### src/rtl/dma_csr_pkg.sv
package dma_csr_pkg;

   // word index of each register (byte offset / 4)
   localparam int unsigned REG_STATUS = 0;
   localparam int unsigned REG_CTRL   = 1;
   localparam int unsigned REG_FILL   = 2;
   localparam int unsigned REG_RESP   = 3;
   localparam int unsigned REG_SEQ    = 4;

   // status bit positions
   localparam int unsigned ST_BUSY       = 0;
   localparam int unsigned ST_DESC_EMPTY = 1;
   localparam int unsigned ST_DESC_FULL  = 2;
   localparam int unsigned ST_RESP_EMPTY = 3;
   localparam int unsigned ST_RESP_FULL  = 4;
   localparam int unsigned ST_STOPPED    = 5;
   localparam int unsigned ST_RESETTING  = 6;
   localparam int unsigned ST_ERR_STOP   = 7;
   localparam int unsigned ST_EARLY_STOP = 8;
   localparam int unsigned ST_PEND       = 9;

   // control bit positions
   localparam int unsigned CT_STOP       = 0;
   localparam int unsigned CT_RESET      = 1;
   localparam int unsigned CT_STOP_ERR   = 2;
   localparam int unsigned CT_STOP_EARLY = 3;
   localparam int unsigned CT_GIE        = 4;
   localparam int unsigned CT_HOLD       = 5;

   typedef struct packed {
      logic hold;
      logic gie;
      logic stop_early;
      logic stop_err;
      logic stop;
   } ctrl_t;

endpackage

### src/rtl/dma_csr_rstseq.sv
module dma_csr_rstseq #(
   parameter int unsigned RST_CYCLES = 8
) (
   input  logic clk,
   input  logic rst_n,
   input  logic start,
   output logic active,
   output logic done
);
   localparam int unsigned CNT_W = (RST_CYCLES < 2) ? 1 : $clog2(RST_CYCLES);

   generate
      if (RST_CYCLES < 1) begin : g_bad_len
         $error("RST_CYCLES must be at least 1");
      end
   endgenerate

   logic [CNT_W-1:0] cnt_q;

   assign done = active && (cnt_q == '0);

   always_ff @(posedge clk or negedge rst_n) begin
      if (!rst_n) begin
         active <= 1'b0;
         cnt_q  <= '0;
      end else if (!active) begin
         if (start) begin
            active <= 1'b1;
            cnt_q  <= CNT_W'(RST_CYCLES - 1);
         end
      end else if (done) begin
         active <= 1'b0;
      end else begin
         cnt_q <= cnt_q - 1'b1;
      end
   end


   rst_start_chk: assert property (@(posedge clk) disable iff (!rst_n)
      (start && !active) |=> active);


   rst_cnt_range_chk: assert property (@(posedge clk) disable iff (!rst_n)
      active |-> (32'(cnt_q) < RST_CYCLES));

endmodule

### src/rtl/dma_csr_sticky.sv
module dma_csr_sticky (
   input  logic clk,
   input  logic rst_n,
   input  logic ev_done,
   input  logic ev_err,
   input  logic ev_early,
   input  logic pol_err,
   input  logic pol_early,
   input  logic block,
   input  logic w1c_en,
   input  logic [2:0] w1c_bits,   // {pending, early, error}
   input  logic clear_all,
   output logic pend_q,
   output logic err_q,
   output logic early_q,
   output logic stop_req
);
   logic ev_any, err_set, early_set;

   assign ev_any    = !block && (ev_done || ev_err || ev_early);
   assign err_set   = !block && ev_err && pol_err;
   assign early_set = !block && ev_early && pol_early;
   assign stop_req  = err_set || early_set;

   always_ff @(posedge clk or negedge rst_n) begin
      if (!rst_n) begin
         pend_q  <= 1'b0;
         err_q   <= 1'b0;
         early_q <= 1'b0;
      end else if (clear_all) begin
         pend_q  <= 1'b0;
         err_q   <= 1'b0;
         early_q <= 1'b0;
      end else begin
         if (ev_any)                        pend_q <= 1'b1;
         else if (w1c_en && w1c_bits[2])    pend_q <= 1'b0;
         if (err_set)                       err_q <= 1'b1;
         else if (w1c_en && w1c_bits[0])    err_q <= 1'b0;
         if (early_set)                     early_q <= 1'b1;
         else if (w1c_en && w1c_bits[1])    early_q <= 1'b0;
      end
   end


   pend_set_chk: assert property (@(posedge clk) disable iff (!rst_n)
      (!block && (ev_done || ev_err || ev_early)) |=> pend_q);


   pend_clr_chk: assert property (@(posedge clk) disable iff (!rst_n)
      (w1c_en && w1c_bits[2] && !ev_done && !ev_err && !ev_early) |=> !pend_q);


   pend_blocked_chk: assert property (@(posedge clk) disable iff (!rst_n)
      (block && !pend_q) |=> !pend_q);

endmodule

### src/rtl/dma_csr_ctl.sv
module dma_csr_ctl
   import dma_csr_pkg::*;
(
   input  logic  clk,
   input  logic  rst_n,
   input  logic  wr_en,
   input  ctrl_t wr_val,
   input  logic  force_stop,
   input  logic  clear_all,
   output ctrl_t ctrl_q
);
   ctrl_t nxt;

   always_comb begin
      nxt = ctrl_q;
      if (wr_en)      nxt = wr_val;
      if (force_stop) nxt.stop = 1'b1;
   end

   always_ff @(posedge clk or negedge rst_n) begin
      if (!rst_n)         ctrl_q <= '0;
      else if (clear_all) ctrl_q <= '0;
      else                ctrl_q <= nxt;
   end


   ctrl_hold_chk: assert property (@(posedge clk) disable iff (!rst_n)
      (!wr_en && !force_stop && !clear_all) |=> $stable(ctrl_q));

endmodule

### src/rtl/dma_csr_rdmux.sv
module dma_csr_rdmux
   import dma_csr_pkg::*;
#(
   parameter int unsigned IDX_W     = 3,
   parameter bit          RDATA_REG = 1'b1
) (
   input  logic              clk,
   input  logic              rst_n,
   input  logic              rd_en,
   input  logic [IDX_W-1:0]  sel,
   input  logic [31:0]       w_status,
   input  logic [31:0]       w_ctrl,
   input  logic [31:0]       w_fill,
   input  logic [31:0]       w_resp,
   input  logic [31:0]       w_seq,
   output logic [31:0]       rdata
);
   logic [31:0] mux;

   always_comb begin
      mux = '0;
      if      (sel == IDX_W'(REG_STATUS)) mux = w_status;
      else if (sel == IDX_W'(REG_CTRL))   mux = w_ctrl;
      else if (sel == IDX_W'(REG_FILL))   mux = w_fill;
      else if (sel == IDX_W'(REG_RESP))   mux = w_resp;
      else if (sel == IDX_W'(REG_SEQ))    mux = w_seq;
   end

   generate
      if (RDATA_REG) begin : g_reg
         always_ff @(posedge clk or negedge rst_n) begin
            if (!rst_n)     rdata <= '0;
            else if (rd_en) rdata <= mux;
         end
      end else begin : g_comb
         logic unused_rd_pins;
         assign unused_rd_pins = clk ^ rst_n ^ rd_en;
         assign rdata = mux;
      end
   endgenerate

endmodule

### src/rtl/dma_csr_ctrl.sv
module dma_csr_ctrl
   import dma_csr_pkg::*;
#(
   parameter int unsigned ADDR_W     = 5,
   parameter int unsigned FILL_W     = 16,
   parameter int unsigned SEQ_W      = 16,
   parameter int unsigned DESC_DEPTH = 8,
   parameter int unsigned RESP_DEPTH = 8,
   parameter int unsigned RST_CYCLES = 8,
   parameter bit          RDATA_REG  = 1'b1
) (
   input  logic              clk,
   input  logic              rst_n,
   input  logic              bus_wr,
   input  logic              bus_rd,
   input  logic [ADDR_W-1:0] bus_addr,
   input  logic [31:0]       bus_wdata,
   output logic [31:0]       bus_rdata,
   input  logic              eng_busy,
   input  logic [FILL_W-1:0] desc_rd_fill,
   input  logic [FILL_W-1:0] desc_wr_fill,
   input  logic [FILL_W-1:0] resp_fill,
   input  logic [SEQ_W-1:0]  rd_seq,
   input  logic [SEQ_W-1:0]  wr_seq,
   input  logic              evt_done,
   input  logic              evt_error,
   input  logic              evt_early,
   output logic              irq,
   output logic              soft_rst,
   output logic              halt,
   output logic              desc_hold
);
   localparam int unsigned IDX_W = ADDR_W - 2;

   generate
      if (ADDR_W < 5) begin : g_bad_addr
         $error("ADDR_W must be at least 5");
      end
      if (FILL_W > 16 || SEQ_W > 16) begin : g_bad_width
         $error("FILL_W and SEQ_W must not exceed 16");
      end
      if (DESC_DEPTH >= (1 << FILL_W) || RESP_DEPTH >= (1 << FILL_W)) begin : g_bad_depth
         $error("queue depth must fit in FILL_W");
      end
   endgenerate

   logic [IDX_W-1:0] idx;
   logic wr_status, wr_ctrl, rst_start, rst_active, rst_done;
   logic pend_q, err_q, early_q, stop_req;
   ctrl_t ctrl_q, ctrl_wr_val;
   logic desc_empty, desc_full, resp_empty, resp_full;
   logic [31:0] w_status, w_ctrl, w_fill, w_resp, w_seq;
   logic unused_bus_bits;

   assign idx       = bus_addr[ADDR_W-1:2];
   assign wr_status = bus_wr && (idx == IDX_W'(REG_STATUS));
   assign wr_ctrl   = bus_wr && (idx == IDX_W'(REG_CTRL)) && !rst_active;
   assign rst_start = wr_ctrl && bus_wdata[CT_RESET];
   assign unused_bus_bits = ^{bus_addr[1:0], bus_wdata[31:10], bus_wdata[6:0]};

   assign ctrl_wr_val = '{hold:       bus_wdata[CT_HOLD],
                          gie:        bus_wdata[CT_GIE],
                          stop_early: bus_wdata[CT_STOP_EARLY],
                          stop_err:   bus_wdata[CT_STOP_ERR],
                          stop:       bus_wdata[CT_STOP]};

   dma_csr_rstseq #(.RST_CYCLES(RST_CYCLES)) u_rstseq (
      .clk    (clk),
      .rst_n  (rst_n),
      .start  (rst_start),
      .active (rst_active),
      .done   (rst_done)
   );

   dma_csr_sticky u_sticky (
      .clk       (clk),
      .rst_n     (rst_n),
      .ev_done   (evt_done),
      .ev_err    (evt_error),
      .ev_early  (evt_early),
      .pol_err   (ctrl_q.stop_err),
      .pol_early (ctrl_q.stop_early),
      .block     (rst_active),
      .w1c_en    (wr_status),
      .w1c_bits  (bus_wdata[ST_PEND:ST_ERR_STOP]),
      .clear_all (rst_done),
      .pend_q    (pend_q),
      .err_q     (err_q),
      .early_q   (early_q),
      .stop_req  (stop_req)
   );

   dma_csr_ctl u_ctl (
      .clk        (clk),
      .rst_n      (rst_n),
      .wr_en      (wr_ctrl && !bus_wdata[CT_RESET]),
      .wr_val     (ctrl_wr_val),
      .force_stop (stop_req),
      .clear_all  (rst_done),
      .ctrl_q     (ctrl_q)
   );

   assign desc_empty = (desc_rd_fill == '0) && (desc_wr_fill == '0);
   assign desc_full  = (desc_rd_fill == FILL_W'(DESC_DEPTH)) ||
                       (desc_wr_fill == FILL_W'(DESC_DEPTH));
   assign resp_empty = (resp_fill == '0);
   assign resp_full  = (resp_fill == FILL_W'(RESP_DEPTH));

   always_comb begin
      w_status = '0;
      w_status[ST_BUSY]       = eng_busy;
      w_status[ST_DESC_EMPTY] = desc_empty;
      w_status[ST_DESC_FULL]  = desc_full;
      w_status[ST_RESP_EMPTY] = resp_empty;
      w_status[ST_RESP_FULL]  = resp_full;
      w_status[ST_STOPPED]    = ctrl_q.stop;
      w_status[ST_RESETTING]  = rst_active;
      w_status[ST_ERR_STOP]   = err_q;
      w_status[ST_EARLY_STOP] = early_q;
      w_status[ST_PEND]       = pend_q;
      w_ctrl = '0;
      w_ctrl[CT_STOP]       = ctrl_q.stop;
      w_ctrl[CT_RESET]      = rst_active;
      w_ctrl[CT_STOP_ERR]   = ctrl_q.stop_err;
      w_ctrl[CT_STOP_EARLY] = ctrl_q.stop_early;
      w_ctrl[CT_GIE]        = ctrl_q.gie;
      w_ctrl[CT_HOLD]       = ctrl_q.hold;
   end

   assign w_fill = {16'(desc_wr_fill), 16'(desc_rd_fill)};
   assign w_resp = {16'h0, 16'(resp_fill)};
   assign w_seq  = {16'(wr_seq), 16'(rd_seq)};

   dma_csr_rdmux #(.IDX_W(IDX_W), .RDATA_REG(RDATA_REG)) u_rdmux (
      .clk      (clk),
      .rst_n    (rst_n),
      .rd_en    (bus_rd),
      .sel      (idx),
      .w_status (w_status),
      .w_ctrl   (w_ctrl),
      .w_fill   (w_fill),
      .w_resp   (w_resp),
      .w_seq    (w_seq),
      .rdata    (bus_rdata)
   );

   assign irq       = pend_q && ctrl_q.gie;
   assign soft_rst  = rst_active;
   assign halt      = ctrl_q.stop || rst_active;
   assign desc_hold = ctrl_q.hold;


   err_halt_chk: assert property (@(posedge clk) disable iff (!rst_n)
      (evt_error && ctrl_q.stop_err && !rst_active) |=> (ctrl_q.stop && err_q));


   early_halt_chk: assert property (@(posedge clk) disable iff (!rst_n)
      (evt_early && ctrl_q.stop_early && !rst_active) |=> (ctrl_q.stop && early_q));


   rst_clear_chk: assert property (@(posedge clk) disable iff (!rst_n)
      $fell(rst_active) |-> (ctrl_q == '0 && !pend_q && !err_q && !early_q));


   ctrl_frozen_chk: assert property (@(posedge clk) disable iff (!rst_n)
      (rst_active && $past(rst_active)) |-> $stable(ctrl_q));

endmodule

### config.mk
export PLATFORM = sky130hd
export DESIGN_NAME = dma_csr_ctrl
export DESIGN_NICKNAME = d
export VERILOG_FILES = /design/src/rtl/dma_csr_pkg.sv /design/src/rtl/dma_csr_rstseq.sv /design/src/rtl/dma_csr_sticky.sv /design/src/rtl/dma_csr_ctl.sv /design/src/rtl/dma_csr_rdmux.sv /design/src/rtl/dma_csr_ctrl.sv
export SDC_FILE = /design/constraint.sdc
export NUM_CORES = 1
export LEC_CHECK = 0
export ABC_AREA = 1
export BUFFER_PORTS_ARGS = -buffer_cell sky130_fd_sc_hd__buf_2
export CAP_MARGIN = 0
export CORE_MARGIN = 2
export CORE_UTILIZATION = 35
export CTS_CLUSTER_DIAMETER = 120
export DETAILED_ROUTE_END_ITERATION = 6
export GPL_ROUTABILITY_DRIVEN = 0
export PLACE_DENSITY = 0.67
export SKIP_LAST_GASP = 1
export SLEW_MARGIN = 20
export SYNTH_ARGS = -nofsm -noshare
export SYNTH_HDL_FRONTEND = slang
export SYNTH_SLANG_ARGS = --single-unit
### constraint.sdc
create_clock -name clk -period 3.4 [get_ports clk]
set_input_delay 0.17 -clock clk [delete_from_list [all_inputs] [get_ports clk]]
set_output_delay 0.17 -clock clk [all_outputs]
set_load 0.01 [all_outputs]
# == Word-level counts from Yosys, hierarchy flattened ==
# Index checks and enable logic that the tools add are counted.
# classes
bitwise,0
div,0
n_addsub,1
n_shift,0
reduce_logical,35
eq_ne,8
n_mux,23
n_lt_le_gt_ge,0
n_mul,0
# op_table
operator,count
$mux 32,5
$eq 16x4->1 const B,3
$logic_not 16->1,3
$logic_and 1x1->1,16
$mux 1,13
$reduce_bool 3->1,4
$mux 5,2
$mux 3,3
$eq 3x2->1 const B,2
$logic_not 3->1,2
$logic_or 1x1->1,5
$reduce_bool 2->1,2
$eq 3x1->1 const B,1
$eq 3x3->1 const B,1
$sub 3x1->3 const B,1
$logic_not 1->1,2
$ne 2x2->1 const B,1
$reduce_and 2->1,1
# word_totals
word_cells,78
regBits,44
mem_count,0
latchBits,0
ram_bits,0
mem_bits_ro,0

# == Logic depth before layout (Yosys ltp) ==
# depth
word_depth,7
depth_mapped,10

# == By module ==
# From an unflattened synthesis, not the netlist that was laid out.
# unflattened
cells_unflattened,550
hier_area_um2,3721.1
# by_module_without_submodules
mod,cells_per_inst,instances,seq_area_each_um2,area_each_um2
dma_csr_rdmux,401,1,800.8,2847.7
dma_csr_ctrl,71,1,0.0,285.3
dma_csr_rstseq,32,1,100.1,231.5
dma_csr_ctl,25,1,125.1,209.0
dma_csr_sticky,21,1,75.1,147.6

# == Worst setup path before layout ==
# OpenSTA, ideal clock, no wires.
# synth_path
kind,register -> register
start,register u_rstseq.cnt_q[0]
end,register u_rstseq.cnt_q[0]
setup_slack_ns,2.229
path_stages_with_launch,8
arrival_time_ns,1.042
setup_ns,0.129
path_cell_list,dfrtp_1 > inv_1 > ha_1 > nand3_1 > nand2_1 > nand2_2 > o21ai_0 > o21ai_0
# synth_via
elab_chain_cells,4
word_cells_on_any_way,7
cone_classes,add/sub (1); eq/ne (1); mux (2); reduce/logical (3)
# synth_lines
element,line_no,text
start: declaration,dma_csr_rstseq.sv:18,logic [CNT_W-1:0] cnt_q;
start signal: assignment,dma_csr_rstseq.sv:29,cnt_q <= CNT_W'(RST_CYCLES - 1);
start signal: assignment,dma_csr_rstseq.sv:34,cnt_q <= cnt_q - 1'b1;
"parallel branches: the longest is 4 deep, another holds $sub 3x1->3",--,
# Parallel ways; which one is timed is not known. The select of a mux whose other input is x is not followed.
# A chain may end at the register's enable or synchronous reset.

==> PnR_summary.wiki <==
{| class="wikitable"
! Metric !! Value
|-
| Number of placement rows || 31
|-
| Final Setup Violations || 0
|-
| Number of hold-slack violations in the final timing report || 0
|-
| Biggest cell delay along the critical path || between 0.6 and 0.7 ns
|-
| Half-perimeter wire length after placement || 6320 µm
|-
| Unrepaired setup endpoints after global routing || false
|-
| Full die area || ~8000 µm²
|-
| Synthesized instance count || 364
|-
| Share of the yosys chip area belonging to registers || 42.1%
|-
| Number of iterations in the first detailed-routing pass || 4
|-
| All-layer global routing usage || between 20% and 30%
|-
| Crit-path cells || buf_2, inv_1, nor2_1, a21oi_1
|-
| Post-synthesis to final-layout area growth || 31.7%
|-
| Switching fraction of total power || 34.4%
|-
| Fraction of power consumed by sequential logic || between 40% and 50%
|-
| Data required, critical path || roughly 3.6 ns
|-
| Crit Path Category || primary input to register
|-
| Final sum of negative setup slack || 0 ns
|-
| Power share of the combinational group || ~30%
|-
| TritonCTS clock tree || built
|-
| Overflow left after global routing || 0
|-
| Pwr dens || 431 nW/µm²
|-
| Chip Height || 90.4 µm
|-
| Clock-pin slew reported for the worst setup and hold paths after clock tree synthesis || roughly 0.080 ns
|-
| Slowest cell on the critical path || inv_1
|-
| Element type at the critical path start || primary input
|-
| First-pass GRT wire length || between 10000 and 15000 µm
|-
| Ant diodes || 0
|-
| Netlist Area Pre-Place || roughly 2600 µm²
|-
| CTS Root Buffer Type || clkbuf_8
|-
| Register bit total from synthesis || 44
|-
| Top fanout value on the critical path || 35
|-
| Max VDD drop || 0.227 mV
|-
| Worst hold path class || primary input to register
|-
| Fin Clk Skew || around 0.0053 ns
|-
| Routed via count || between 2000 and 3000
|-
| Synth top area share || 42.1%
|-
| Detailed Route Iter0 Violations || approximately 100
|-
| Dominant cell type by area after synthesis || dfrtp_1
|-
| Layout net count || about 620
|-
| Avg Inst Size Synth || a little over 7 µm²
|-
| H-tree depth reported by CTS || 2
|-
| Routed WL per cell || about 14 µm
|-
| Count of clock tree sinks || 44
|-
| Max-Slew Margin vs Limit || about a third
|-
| Vias in the first global route || approximately 2800
|-
| Cell variety after synth || 28
|-
| Number of vias per cell || ~4.9
|-
| Crit path buffers/inverters || 2
|-
| Final Slew Violations || 0
|-
| Post-route fraction of the period consumed by the critical path || 43.7%
|-
| TritonCTS buffer count || 5
|-
| Largest net degree at the start of global routing || between 40 and 50
|-
| Total non-filler cell area in the finished layout || between 3000 and 4000 µm²
|-
| Horizontal die dimension || ~90 µm
|-
| Initial antenna violation count || 0
|-
| Post-route DRC violation count || 0
|-
| Clock share of power || between 20 and 25%
|-
| Most common cell after layout, fill and taps aside || buf_2
|-
| Net count after synthesis || between 400 and 500
|-
| Total setup buffers inserted after CTS || 0
|-
| Maximum root-to-sink buffer count || 2
|-
| Clock latency of the later-clocked register in the worst-skew pair || around 0.30 ns
|-
| Worst endpoint data arrival time || 1.66 ns
|-
| Time the worst path needs with I/O delays and setup || about 1.5 ns
|-
| Highest clock frequency the design can meet || between 0.6 and 0.7 GHz
|-
| Core region area || approximately 7300 µm²
|-
| Port Buffer Count || roughly 140
|-
| Number of max-cap violations || 0
|-
| YS warnings || 0
|-
| Sw power || slightly above 500 µW
|-
| Share of layout cells above drive strength 1 || 31.5%
|-
| Pin slew with the least headroom to its limit || around 0.99 ns
|-
| Antenna violation net count after detailed routing || 0
|-
| # IOs || 161
|-
| Instance area after placement || around 3300 µm²
|-
| Endpoint class of the critical path || register
|-
| Kind of cell adding the most delay to the critical path || buffers and inverters
|-
| Most frequent cells in the layout || 134 x buf_2, 112 x nand2_1, 44 x dfrtp_1, 43 x nor2_1, 32 x inv_1
|-
| Initial cell density of the core || 36.0%
|-
| Run status || finished clean
|-
| P_int || 973 µW
|-
| Total wirelength of the detailed-routed design || between 8000 and 9000 µm
|-
| Total leakage power || 0.00190 µW
|-
| Synth area leaders || dfrtp_1 42%, nand2_1 16%, nor2_1 6.2%, o21ai_0 5.4%, a22o_1 5.0%
|}
-- kinds of logic after synthesis --
| kind of cell | Yosys count | share of synthesized area, % |
|---|---|---|
| DFF | 44 | 42.1 |
| xor gates and xnor gates | 1 | 0.335 |
| buffers and inverters | 47 | 7.90 |
| adders and majority gates | 2 | 0.958 |
| AOI/OAI and AO/OA | 77 | 17.4 |
| and+or+nand+nor | 193 | 31.3 |
-- power by group through the flow --
stage	registers, µW	clock network [µW]	logic, µW
floorplan	703	0	243
global placement	691	0	445
detailed placement	693	0	459
CTS	684	354	462
global route	695	371	517
finish	682	342	457
-- stage by stage --
step                      instances  hold slack, ns  power, µW  setup slack [ns]  utilization (%)
after floorplan                 364          -0.126        945              2.23                -
after global placement          586           0.381       1140              1.57             46.0
after detailed placement        586           0.386       1150              1.58             46.0
after CTS                       594          0.0750       1500              1.89             47.2
after global routing            595          0.0804       1580              1.73             47.4
final                           595          0.0798       1480              1.91             47.4
-- final timing paths --
check | from | cells past startpoint | slack [ns] | endpoint
min in group asynchronous | rst_n | 2 | 0.40 | u_rdmux.rdata[17]$_DFFE_PN0P_
worst min-delay path | bus_wdata[2] | 3 | 0.08 | u_ctl.ctrl_q[1]$_DFFE_PN0P_
worst max register to register | u_rstseq.cnt_q[0]$_DFFE_PN0P_ | 7 | 1.99 | u_rstseq.cnt_q[0]$_DFFE_PN0P_
worst min register to register | u_rdmux.rdata[29]$_DFFE_PN0P_ | 2 | 0.48 | u_rdmux.rdata[29]$_DFFE_PN0P_
worst max-delay path | bus_rd | 4 | 1.91 | u_rdmux.rdata[5]$_DFFE_PN0P_
max in group asynchronous | rst_n | 2 | 2.60 | u_rdmux.rdata[6]$_DFFE_PN0P_
-- timing repair --
| item | 4_1_cts | 5_1_grt |
|---|---|---|
| endpoints found under the setup margin | 0 | 0 |
| hold endpoints to repair | 0 | 44 |
| gates resized for setup | 0 | 0 |
| hold buffers | 0 | 1 |
-- worst min-delay path, stage by stage --
cell	delay, ns
buf_2	0.07
nand2_1	0.04
o21ai_0	0.06
-- synth_stat cells --
cell type / n
a31oi_1: 1
inv_1: 32
nand2_2: 1
o21ai_2: 2
nand3_2: 2
nand4_1: 3
o21ai_0: 28
ha_1: 2
xor2_1: 1
nor2_1: 43
nor2_2: 2
buf_4: 2
nor3_4: 1
nand3b_1: 3
inv_2: 3
o21ai_1: 12
dfrtp_1: 44
a21oi_1: 18
buf_1: 1
nand2_1: 112
nor3_1: 1
o22a_1: 1
nand3_1: 21
clkbuf_1: 6
a22o_1: 15
or2_2: 3
nor3_2: 1
buf_6: 3
-- layout make-up --
class	instances	area [µm²]
Fill cell	789	3810
Multi-Input combinational cell	273	1310
Sequential cell	44	1100
Timing Repair Buffer	136	688
Inverter	35	131
Tap cell	99	124
Clock buffer	8	90.1
-- state kept, by name, summed over array words and instances, names as in the netlist --
| name | cells |
|---|---|
| u_rstseq.cnt_q | 3 |
| u_sticky.early_q | 1 |
| u_rstseq.active | 1 |
| u_ctl.ctrl_q | 5 |
| u_sticky.pend_q | 1 |
| u_rdmux.rdata | 32 |
| u_sticky.err_q | 1 |
-- metal layers --
| metal | routed length, µm | GRT usage (%) |
|---|---|---|
| met5 | 0 | 0 |
| met2 | 3800 | 33.5 |
| met3 | 501 | 4.51 |
| met4 | 102 | 4.87 |
| met1 | 3890 | 27.5 |
Note: power is estimated with default switching activity, not from simulation.
